===== src/rtl/mbox_pkg.sv =====
// Package: shared word and header types for the mailbox aperture.
// Assumes a 32-bit word; the owner flag position comes from the header layout.
package mbox_pkg;

    typedef logic [31:0] word_t;

    // Header word layout; only the owner field is acted upon by hardware.
    typedef struct packed {
        logic       owner;      // 31: 1 = responder owns
        logic [5:0] rsvd_hi;    // 30:25
        logic       reset_req;  // 24
        logic [7:0] rsvd_mid;   // 23:16
        logic [7:0] status;     // 15:8
        logic       direction;  // 7: 0 request, 1 response
        logic       rsvd_lo;    // 6
        logic [2:0] version;    // 5:3
        logic [2:0] msg_kind;   // 2:0
    } hdr_t;

    localparam int unsigned WORD_W    = 32;
    localparam int unsigned OWNER_POS = 31;

    // Return a header word with the owner flag set to the responder.
    function automatic word_t claim_for_responder(input word_t w);
        hdr_t h;
        h       = hdr_t'(w);
        h.owner = 1'b1;
        return word_t'(h);
    endfunction

endpackage


===== src/rtl/mbox_access_gate.sv =====
// Module: mbox_access_gate
// Decides which write strobe is accepted, from the current owner flag, and
// keeps the sticky flag for requester writes that arrive while the responder
// owns the window. Assumes the owner flag is a registered value from the bank.
module mbox_access_gate (
    input  logic clk,
    input  logic rst_n,
    input  logic owner,
    input  logic req_wr_en,
    input  logic rsp_wr_en,
    output logic req_accept,
    output logic rsp_accept,
    output logic req_err
);

    // Accept only the strobe of the side that currently owns the window.
    always_comb begin
        req_accept = req_wr_en && !owner;
        rsp_accept = rsp_wr_en &&  owner;
    end

    // Sticky error: set on any dropped requester write, cleared only by reset.
    always_ff @(posedge clk) begin
        if (!rst_n) begin
            req_err <= 1'b0;
        end else if (req_wr_en && owner) begin
            req_err <= 1'b1;
        end
    end

    a_r5_err_on_blocked: assert property (@(posedge clk) disable iff (!rst_n)
        (req_wr_en && owner) |=> req_err);

    a_r5_err_sticky: assert property (@(posedge clk) disable iff (!rst_n)
        req_err |=> req_err);

endmodule


===== src/rtl/mbox_dword_bank.sv =====
// Module: mbox_dword_bank
// Storage for the aperture words. The owner flag is a bit of the last word.
// Reset clears every word and raises a blanking flag, which makes the read
// ports return all ones until the first edge after reset is released.
// Assumes that at most one accept strobe is high in any cycle.
module mbox_dword_bank #(
    parameter int unsigned NUM_WORDS = 8,
    localparam int unsigned AW   = $clog2(NUM_WORDS),
    localparam int unsigned LAST = NUM_WORDS - 1,
    localparam int unsigned W    = mbox_pkg::WORD_W
) (
    input  logic                   clk,
    input  logic                   rst_n,
    input  logic                   req_accept,
    input  logic [AW-1:0]          req_addr,
    input  logic [W-1:0]           req_data,
    input  logic                   rsp_accept,
    input  logic [AW-1:0]          rsp_addr,
    input  logic [W-1:0]           rsp_data,
    output logic [NUM_WORDS*W-1:0] words_flat,
    output logic                   blank,
    output logic                   owner
);

    logic [W-1:0] words [NUM_WORDS];
    logic [W-1:0] req_last_word;

    // Requester data bound for the header word gets the owner flag set.
    always_comb req_last_word = mbox_pkg::claim_for_responder(req_data);

    // Blanking flag: high from a reset edge until the first edge out of reset.
    always_ff @(posedge clk) begin
        blank <= !rst_n;
    end

    for (genvar i = 0; i < NUM_WORDS; i++) begin : g_word
        localparam logic [AW-1:0] IDX = AW'(i);

        // Word i: clear on reset, else take the accepted write aimed at it.
        always_ff @(posedge clk) begin
            if (!rst_n) begin
                words[i] <= '0;
            end else if (rsp_accept && rsp_addr == IDX) begin
                words[i] <= rsp_data;
            end else if (req_accept && req_addr == IDX) begin
                words[i] <= (i == LAST) ? req_last_word : req_data;
            end
        end

        assign words_flat[i*W +: W] = words[i];
    end

    assign owner = words[LAST][mbox_pkg::OWNER_POS];

    a_r4_handoff: assert property (@(posedge clk) disable iff (!rst_n)
        (req_accept && req_addr == AW'(LAST)) |=> owner);

    a_r6_return: assert property (@(posedge clk) disable iff (!rst_n)
        (rsp_accept && rsp_addr == AW'(LAST) && !rsp_data[mbox_pkg::OWNER_POS])
        |=> !owner);

    a_r6_keep: assert property (@(posedge clk) disable iff (!rst_n)
        (rsp_accept && rsp_addr == AW'(LAST) && rsp_data[mbox_pkg::OWNER_POS])
        |=> owner);

    a_r7_owner_stable: assert property (@(posedge clk) disable iff (!rst_n)
        (!rsp_accept && !req_accept) |=> $stable(owner));

endmodule


===== src/rtl/mbox_read_port.sv =====
// Module: mbox_read_port
// Combinational word select for one side; returns all ones while blanked.
// Assumes the address is always below the word count.
module mbox_read_port #(
    parameter int unsigned NUM_WORDS = 8,
    localparam int unsigned AW = $clog2(NUM_WORDS),
    localparam int unsigned W  = mbox_pkg::WORD_W
) (
    input  logic                   blank,
    input  logic [NUM_WORDS*W-1:0] words_flat,
    input  logic [AW-1:0]          rd_addr,
    output logic [W-1:0]           rd_data
);

    // Select the addressed word, or the reset pattern while blanked.
    always_comb begin
        if (blank) begin
            rd_data = '1;
        end else begin
            rd_data = words_flat[rd_addr*W +: W];
        end
    end

endmodule


===== src/rtl/mbox_handoff.sv =====
// Module: mbox_handoff (top)
// A shared word window with a single owner flag held in the header word.
// A requester write to the header word passes the window to the responder.
// A responder write to the header word with the owner bit clear passes it back.
// Assumes synchronous active-low reset and one clock for both sides.
module mbox_handoff #(
    parameter int unsigned NUM_WORDS = 8,
    localparam int unsigned AW = $clog2(NUM_WORDS),
    localparam int unsigned W  = mbox_pkg::WORD_W
) (
    input  logic          clk,
    input  logic          rst_n,
    input  logic          req_wr_en,
    input  logic [AW-1:0] req_wr_addr,
    input  logic [W-1:0]  req_wr_data,
    input  logic [AW-1:0] req_rd_addr,
    output logic [W-1:0]  req_rd_data,
    input  logic          rsp_wr_en,
    input  logic [AW-1:0] rsp_wr_addr,
    input  logic [W-1:0]  rsp_wr_data,
    input  logic [AW-1:0] rsp_rd_addr,
    output logic [W-1:0]  rsp_rd_data,
    output logic          owner_rsp,
    output logic          req_err
);

    logic                   req_accept;
    logic                   rsp_accept;
    logic                   blank;
    logic                   owner;
    logic [NUM_WORDS*W-1:0] words_flat;

    mbox_access_gate u_gate (
        .clk        (clk),
        .rst_n      (rst_n),
        .owner      (owner),
        .req_wr_en  (req_wr_en),
        .rsp_wr_en  (rsp_wr_en),
        .req_accept (req_accept),
        .rsp_accept (rsp_accept),
        .req_err    (req_err)
    );

    mbox_dword_bank #(.NUM_WORDS(NUM_WORDS)) u_bank (
        .clk        (clk),
        .rst_n      (rst_n),
        .req_accept (req_accept),
        .req_addr   (req_wr_addr),
        .req_data   (req_wr_data),
        .rsp_accept (rsp_accept),
        .rsp_addr   (rsp_wr_addr),
        .rsp_data   (rsp_wr_data),
        .words_flat (words_flat),
        .blank      (blank),
        .owner      (owner)
    );

    mbox_read_port #(.NUM_WORDS(NUM_WORDS)) u_rd_req (
        .blank      (blank),
        .words_flat (words_flat),
        .rd_addr    (req_rd_addr),
        .rd_data    (req_rd_data)
    );

    mbox_read_port #(.NUM_WORDS(NUM_WORDS)) u_rd_rsp (
        .blank      (blank),
        .words_flat (words_flat),
        .rd_addr    (rsp_rd_addr),
        .rd_data    (rsp_rd_data)
    );

    assign owner_rsp = owner;

    // the two accept strobes never fire together.
    a_r9_single_writer: assert property (@(posedge clk) disable iff (!rst_n)
        !(req_accept && rsp_accept));

endmodule


===== config.mk =====
export PLATFORM = sky130hd
export DESIGN_NAME = mbox_handoff
export DESIGN_NICKNAME = d
export VERILOG_FILES = /design/src/rtl/mbox_pkg.sv /design/src/rtl/mbox_access_gate.sv /design/src/rtl/mbox_dword_bank.sv /design/src/rtl/mbox_read_port.sv /design/src/rtl/mbox_handoff.sv
export SDC_FILE = /design/constraint.sdc
export NUM_CORES = 1
export LEC_CHECK = 0
export BUFFER_PORTS_ARGS = -buffer_cell sky130_fd_sc_hd__buf_2
export CORE_UTILIZATION = 50
export DETAILED_ROUTE_END_ITERATION = 10
export HOLD_SLACK_MARGIN = 0.1
export PLACE_DENSITY_LB_ADDON = 0.25
export SETUP_SLACK_MARGIN = 0.4
export SYNTH_ARGS = -nofsm -noshare
export SYNTH_HDL_FRONTEND = slang
export SYNTH_SLANG_ARGS = --single-unit

===== constraint.sdc =====
create_clock -name clk -period 7.5 [get_ports clk]
set_input_delay 0.75 -clock clk [delete_from_list [all_inputs] [get_ports clk]]
set_output_delay 0.75 -clock clk [all_outputs]
set_load 0.05 [all_outputs]

======== Word level (Yosys, flattened, before mapping) ========
Memory sizes are Yosys's and may differ from the RTL's.
Index checks and enable logic that the tools add are counted.
storage, ports and cells
  register bits ........................... 2
  memory bits (writable) .................. 256
  bits of input ports ..................... 80
  output and inout port bits .............. 66
  logic and storage cells ................. 133
  memories kept ........................... 1
operators by class
  equality and inequality tests ........... 14
  shift operators ......................... 2
  mux-type cells .......................... 75
  bitwise gates (word level) .............. 16
  reductions and logical operators ........ 23
memory list
  name          depth  bits a word  rd ports  clocked after memory_dff  write ports  line                   RTL
  u_bank.words  8      32           8         0                         8            mbox_dword_bank.sv:25  logic [W-1:0] words [NUM_WORDS];
operators with widths
  kind                  number
  $mux W32              18
  $shiftx A256 B9 Y32   2
  $mux W1               57
  $eq A3 B3 Y1 const B  8
  $logic_and A1 B1 Y1   19
  $or A1 B1 Y1          16
  $eq A3 B2 Y1 const B  4
  $eq A3 B1 Y1 const B  2
  $logic_not A3 Y1      2
  $logic_not A1 Y1      2

======== Longest topological paths before layout ========
Gate-level depths: netlist of run 1.
An unclocked memory read counts as a cell.
  depth after elaboration ................. 9
  mapped depth ............................ 6

======== Modules after synthesis ========
Synthesis of run 1 repeated with hierarchy kept, for this count alone.
unflattened totals
  cells, all modules ...................... 1,281
  area total of the unflattened synthesis .. 15,713.8 sq um
by module, submodules not included
  module            instances  cells each  area an instance (sq um)  seq. area each (sq um)
  mbox_dword_bank   1          756         10,996.8                  7,707.4
  mbox_read_port    2          260         2,334.7                   0.0
  mbox_access_gate  1          5           47.5                      20.0

======== Worst setup path after synthesis of run 1 ========
No wires, ideal clock.
  kind .................................... in2reg
  start ................................... in req_wr_addr[0]
  end ..................................... mem u_bank.words[0][64] (netlist bit) (enable)
  setup time .............................. 0.466 ns
  data arrival time ....................... 3.395 ns
  setup slack ............................. 3.640 ns
  stages on the path ...................... 2
  buffers on the path ..................... 0
  cell sequence ........................... or2_2 -> o21ai_0
RTL lines
  item         line                   RTL
  from (decl)  mbox_handoff.sv:14     input logic [AW-1:0] req_wr_addr,
  to (decl)    mbox_dword_bank.sv:25

======== Final worst setup path of run 1 ========
  start ................................... in rsp_rd_addr[2]
  end ..................................... out rsp_rd_data[6]
between the ends
  cells in the longest elaborated chain, start to end .. 2
RTL lines
  item                 line                  RTL
  from (decl)          mbox_handoff.sv:21    input logic [AW-1:0] rsp_rd_addr,
  $shiftx A256 B9 Y32  mbox_read_port.sv:20  rd_data = words_flat[rd_addr*W +: W];
  $mux W32             mbox_read_port.sv:17  if (blank) begin
  to (decl)            mbox_handoff.sv:22    output logic [W-1:0] rsp_rd_data,
Every way passes these cells.

==> results.py, run 1 <==
metrics = {
    "power": {
        "ir_drop_v": 0.000173,
        "p_per_area_nw_per_um2": 213,
        "p_total_uw": 3590,
        "leakagePower_uw": 0.00680,
    },
    "floorplan": {
        "core_sq_um": 29800,
        "die_area_sq_um": 31100,
        "io_pins": 146,
        "rows": 63,
        "die-height_um": 176,
        "dieWidth_um": 176,
        "initial_core_util_pct": 51.0,
    },
    "synthesis": {
        "yosysTopAreaCell": "edfxtp_1",
        "syn_nets": 1290,
        "synth_top_area_share_pct": 50.6,
        "syn_inst": 1210,
        "async_flop_share_pct": 0,
        "syn_avg_cell_area_sq_um": 12.6,
        "yosysSeqAreaShare_pct": 50.8,
        "ys_ff_latch": 258,
        "synth_edf_count": 256,
        "yosysUniqueCellTypes": 39,
        "ys_top_cells_by_count": "edfxtp_1, mux2i_1, a22o_1, a22oi_1, clkbuf_1",
        "ys.flop_type": "edfxtp_1",
        "syn_area_sq_um": 15200,
        "synth_top_cells_by_area": "edfxtp_1, mux2i_1, a22o_1",
        "yosysWarningCount": 0,
    },
    "sta": {
        "finalCritPeriodShare_pct": 55.2,
        "hold_viol_final": 0,
        "max_slew_margin_pct": 11.1,
        "finalSetupViolations": 0,
        "fin_crit_ns": 4.14,
        "worst_slew_pin_slew_ns": 1.33,
        "rsz0062_at_grt": "false",
        "tns_ns": 0,
        "drv_slew": 0,
        "clock_skew_ns": 0.00651,
        "max_freq_mhz": 242,
        "hold_slack_ns": 0.464,
    },
    "worst_setup_path": {
        "cp-start-kind": "input port",
        "rr_worst_depth": 4,
        "cp_max_fo": 79,
        "worst_ep_required_time_ns": 6.75,
        "path_class": "in2out",
        "endpoint_kind": "output pin",
        "cp.arrival_ns": 3.39,
    },
    "clocking": {
        "hold_buffers": 0,
        "cts_setup_buffers": 0,
        "cts_buffer_depth": 3,
        "root_buffer": "clkbuf_16",
        "cts_sinks": 258,
        "ctsResizeCount": 0,
        "cts-htree-levels": 1,
        "insertion_delay_ns": 0.56,
        "cts_buffers": 27,
        "cts.clk_slew.worst_paths_ns": 0.06,
        "cts_tree": "built",
    },
    "route": {
        "via_per_inst": 7.05,
        "drtPass1Iterations": 6,
        "via_count": 11600,
        "routed_wl_um": 47800,
        "drt-initial-drc-count": 1169,
        "drcViolationCount": 0,
        "routedWlPerCell_um": 29.1,
        "final_antenna_net_count": 0,
    },
    "hold_path": {
        "hold_class": "reg2reg",
        "hold_path_depth": 2,
    },
    "place": {
        "hpwl_um": 25800,
        "io_buffers": 145,
        "place_congestion": 0.756,
    },
    "final_layout": {
        "nets": 1308,
        "area_growth_pct": 11.0,
        "fillers": 2436,
        "layout-drive-gt1-share_pct": 19.8,
        "post-route-util_pct": 56.6,
    },
    "global_route": {
        "grt_pass1_wl_um": 69400,
        "grt_pass1_vias": 11400,
        "antenna_found_initial": 6,
        "grt_overflow_total": 0,
        "grt_start_max_net_pins": 86,
        "grtUsageTotal_pct": 30.1,
    },
    "run_status": {
        "status": "finished clean",
    },
    "run": {
        "cap_violations": 0,
    },
}
## power breakdown
part	switching (uW)	internal (uW)	leakage, uW	total [uW]
Clock	560	760	0.000428	1320
Sequential	38.3	1660	0.00267	1700
Combinational	396	174	0.00369	570
## cell type report
| type | count | area [sq um] | area share [%] |
|---|---|---|---|
| clock buffer | 29 | 683 | 4.05 |
| inverter | 1 | 3.75 | 0.0222 |
| sequential | 258 | 7730 | 45.8 |
| timing repair buffer | 169 | 918 | 5.44 |
| antenna | 5 | 12.5 | 0.0742 |
| tap | 390 | 488 | 2.89 |
| multi-input combinational | 771 | 6870 | 40.7 |
| clock inverter | 18 | 173 | 1.02 |
## logic make-up after synthesis
kind of cell           count (synthesis)  synth area share [%]
DFF                                  258                  50.8
buffers and inverters                181                  5.12
AOI/OAI and AO/OA                    460                  25.0
muxes                                256                  16.9
and+or+nand+nor                       55                  2.17
## placed cells by master, fill, tap and decap left out, types with 6 or more instances in the layout
cell         n
a22o_1     250
clkinv_1     6
edfxtp_1   256
clkbuf_16   27
nor2_4      12
clkinv_2     8
buf_2      143
mux2i_1    256
a21o_1      65
buf_4       24
a22oi_1    128
## routing by layer
metal  part of all wire (%)  vias to the layer above  global-route usage [%]
met5                      0                        -                       0
met4                    3.6                        0                    13.1
met3                    8.9                      145                    4.61
met2                     48                      647                    51.1
met1                     39                     5834                    38.1
li1                       -                     4937                       -
## flip-flops by register name, summed over array words and instances, names as in the netlist
signal and cells:
u_gate.req_err 1, u_bank.words 256, u_bank.blank 1
## critical path, stage by stage
cell,delay [ns]
buf_6,0.74
buf_4,0.86
mux2i_1,0.20
a22oi_1,0.23
a21o_1,0.22
buf_2,0.29
## path summary, 6_finish.rpt
path	start	slack, ns	endpoint
setup / recovery	rsp_rd_addr[2]	3.36	rsp_rd_data[6]
hold / removal	u_gate.req_err	0.46	u_gate.req_err
setup reg to reg	u_bank.words[1][127]	4.40	u_bank.words[0][31]
hold reg to reg	u_gate.req_err	0.46	u_gate.req_err
## stage by stage
stage | cell area, sq um | std cells | setup WS [ns]
3_3_place_gp | 16000 | 1589 | 3.51
5_1_grt | 16900 | 1640 | 3.28
2_1_floorplan | 15200 | 1210 | 3.64
6_report | 16900 | 1641 | 3.36
3_5_place_dp | 16000 | 1589 | 3.45
4_1_cts | 16900 | 1636 | 3.44
No activity file was read; power rests on OpenSTA's default activity.
==> inputs of run 2 (changes only) <==
clock period = 3.46 ns   (was 7.5 ns; I/O delays follow)
==> run 2 against run 1 <==
Net effect:
- final cell count up 1.9%
- clock power grew 140%
- critical path depth shrank 2
- wire length grew 1.2%
- register-to-register slack worse by 3.4 ns
- final area grew 2.7%
- clock skew increased by 0.0016 ns
- non-clock buffer count is 31 higher
- critical path type is now reg2reg
- largest power group unchanged
==> results.py, run 2 (synthesis results as in run 1) <==
metrics = {
    "power": {
        "p_per_area_nw_per_um2": 468,
        "p_switching_uw": 2200,
        "intPower_uw": 5910,
        "leakagePower_uw": 0.00703,
        "p_seq_share_pct": 45.6,
        "sw_frac_of_total_pct": 27.1,
        "p_comb_share_pct": 15.6,
        "ir_drop_v": 0.000390,
        "clkPwrFrac_pct": 38.8,
    },
    "clocking": {
        "root_buffer": "clkbuf_16",
        "cts.clk_slew.worst_paths_ns": 0.07,
        "insertion_delay_ns": 0.55,
        "hold_buffers": 0,
        "cts_buffer_depth": 3,
        "cts_tree": "built",
        "cts-htree-levels": 1,
        "cts_buffers": 29,
        "cts_setup_buffers": 0,
        "cts_sinks": 258,
        "ctsResizeCount": 0,
    },
    "route": {
        "routedWlPerCell_um": 28.9,
        "final_antenna_net_count": 0,
        "drt-initial-drc-count": 1261,
        "routed_wl_um": 48400,
        "drcViolationCount": 0,
        "via_count": 11600,
        "drtPass1Iterations": 8,
        "via_per_inst": 6.91,
    },
    "worst_setup_path": {
        "cp_max_fo": 21,
        "path_class": "reg2reg",
        "cp.arrival_ns": 2.86,
        "r2r_end": "u_bank.words[0][101]",
        "worst_ep_required_time_ns": 3.88,
        "rrSetupSlack_ns": 1.02,
        "crit_path_end": "u_bank.words[0][101]",
        "endpoint_kind": "flop",
        "crit_chain": "nand4b_1, nor2_4, buf_4, a22o_1",
        "max_stage_delay_ns": 0.60,
        "crit_start": "u_bank.words[1][127]",
        "slowest_stage": "nor2_4",
        "r2r-start": "u_bank.words[1][127]",
        "cp-start-kind": "flop",
        "rr_worst_depth": 4,
    },
    "final_layout": {
        "final_cell_mix": "mux2i_1, edfxtp_1, a22o_1",
        "largestRegisters": "u_bank.words (256), u_bank.blank (1), u_gate.req_err (1)",
        "largest_reg_flops": 256,
        "top_register": "u_bank.words",
        "nets": 1341,
        "fillers": 2426,
        "post-route-util_pct": 58.2,
        "layout-drive-gt1-share_pct": 22.0,
        "area_growth_pct": 14.0,
    },
    "global_route": {
        "antenna_found_initial": 1,
        "grt_pass1_wl_um": 70800,
        "grt_start_max_net_pins": 51,
        "grtUsageTotal_pct": 30.7,
        "grt_pass1_vias": 11800,
        "grt_overflow_total": 0,
    },
    "sta": {
        "worst_slew_pin_slew_ns": 0.856,
        "max_slew_margin_pct": 42.7,
        "tns_ns": 0,
        "drv_slew": 0,
        "finalSetupViolations": 0,
        "fin_crit_ns": 2.44,
        "hold_viol_final": 0,
        "finalCritPeriodShare_pct": 70.7,
        "clock_skew_ns": 0.00808,
        "max_freq_mhz": 409,
        "rsz0062_at_grt": "false",
        "worst_slack_ns": 1.02,
    },
    "floorplan": {
        "io_pins": 146,
        "core_sq_um": 29800,
        "rows": 63,
        "dieWidth_um": 176,
        "die-height_um": 176,
        "die_area_sq_um": 31100,
        "initial_core_util_pct": 51.0,
    },
    "hold_path": {
        "hold_class": "in2reg",
    },
    "place": {
        "hpwl_um": 28500,
        "io_buffers": 145,
        "place_congestion": 0.794,
        "dpl_worst_slack_ns": 1.06,
    },
    "run_status": {
        "status": "finished clean",
    },
    "run": {
        "cap_violations": 0,
    },
}
==> run 2: cell count changes in the layout (fill, tap and decap cells not counted), sizes merged <==
| cell | previous run | this run |
|---|---|---|
| buf | 169 | 200 |
| bufinv | 3 | 5 |
| clkbuf | 29 | 34 |
| clkinv | 14 | 8 |
| clkinvlp | 0 | 3 |
| diode | 5 | 1 |
==> run 2: worst min-delay path by stage <==
stage / slack, ns / cells past startpoint / start / to
finish: 0.12 / 3 / req_wr_en / u_gate.req_err
global route: 0.12 / 3 / req_wr_en / u_gate.req_err
CTS: 0.10 / 3 / req_wr_en / u_gate.req_err
detailed placement: 0.46 / 2 / u_gate.req_err / u_gate.req_err
global placement: 0.45 / 2 / u_gate.req_err / u_gate.req_err
floorplan: 0.49 / 2 / req_wr_en / u_gate.req_err
==> run 2: through the flow <==
step | hold WS [ns] | std cells | cell area, sq um | total power [uW]
finish | 0.118 | 1672 | 17300 | 8110
global route | 0.125 | 1672 | 17300 | 8320
CTS | 0.102 | 1671 | 17300 | 8110
detailed placement | 0.460 | 1620 | 16400 | 5010
global placement | 0.450 | 1620 | 16400 | 4980
floorplan | 0.491 | 1210 | 15200 | 4610
==> run 2: critical path, delay by kind of cell, from the launching register on <==
family / cells / cell delay, ns
buf+inv: 1 / 0.45
compound gates: 1 / 0.21
simple gates: 2 / 1.05
flops: 1 / 0.57
==> run 2: layout make-up <==
cell class                      instances  area, sq um  share of cell area [%]
Multi-Input combinational cell        771         6870                    39.6
Inverter                                1         3.75                  0.0217
Antenna cell                            1         2.50                  0.0144
Clock inverter                         17          221                    1.28
Tap cell                              390          488                    2.82
Timing Repair Buffer                  200         1280                    7.36
Sequential cell                       258         7730                    44.6
Clock buffer                           34          744                    4.30
==> run 2: per-layer routing <==
metal  track usage (%)  part of all wire (%)  up-vias
met5                 0                     0        -
met4              12.3                   3.6        0
met3              4.24                   7.7      129
met2              53.6                    50      621
met1              38.3                    39     5818
li1                  -                     -     4993
==> run 2: power groups by stage <==
stage / sequential (uW) / clock, uW / combinational [uW]
finish: 3690 / 3150 / 1270
global route: 3710 / 3290 / 1330
CTS: 3690 / 3160 / 1260
detailed placement: 3750 / 0 / 1250
global placement: 3740 / 0 / 1240
floorplan: 3730 / 0 / 882
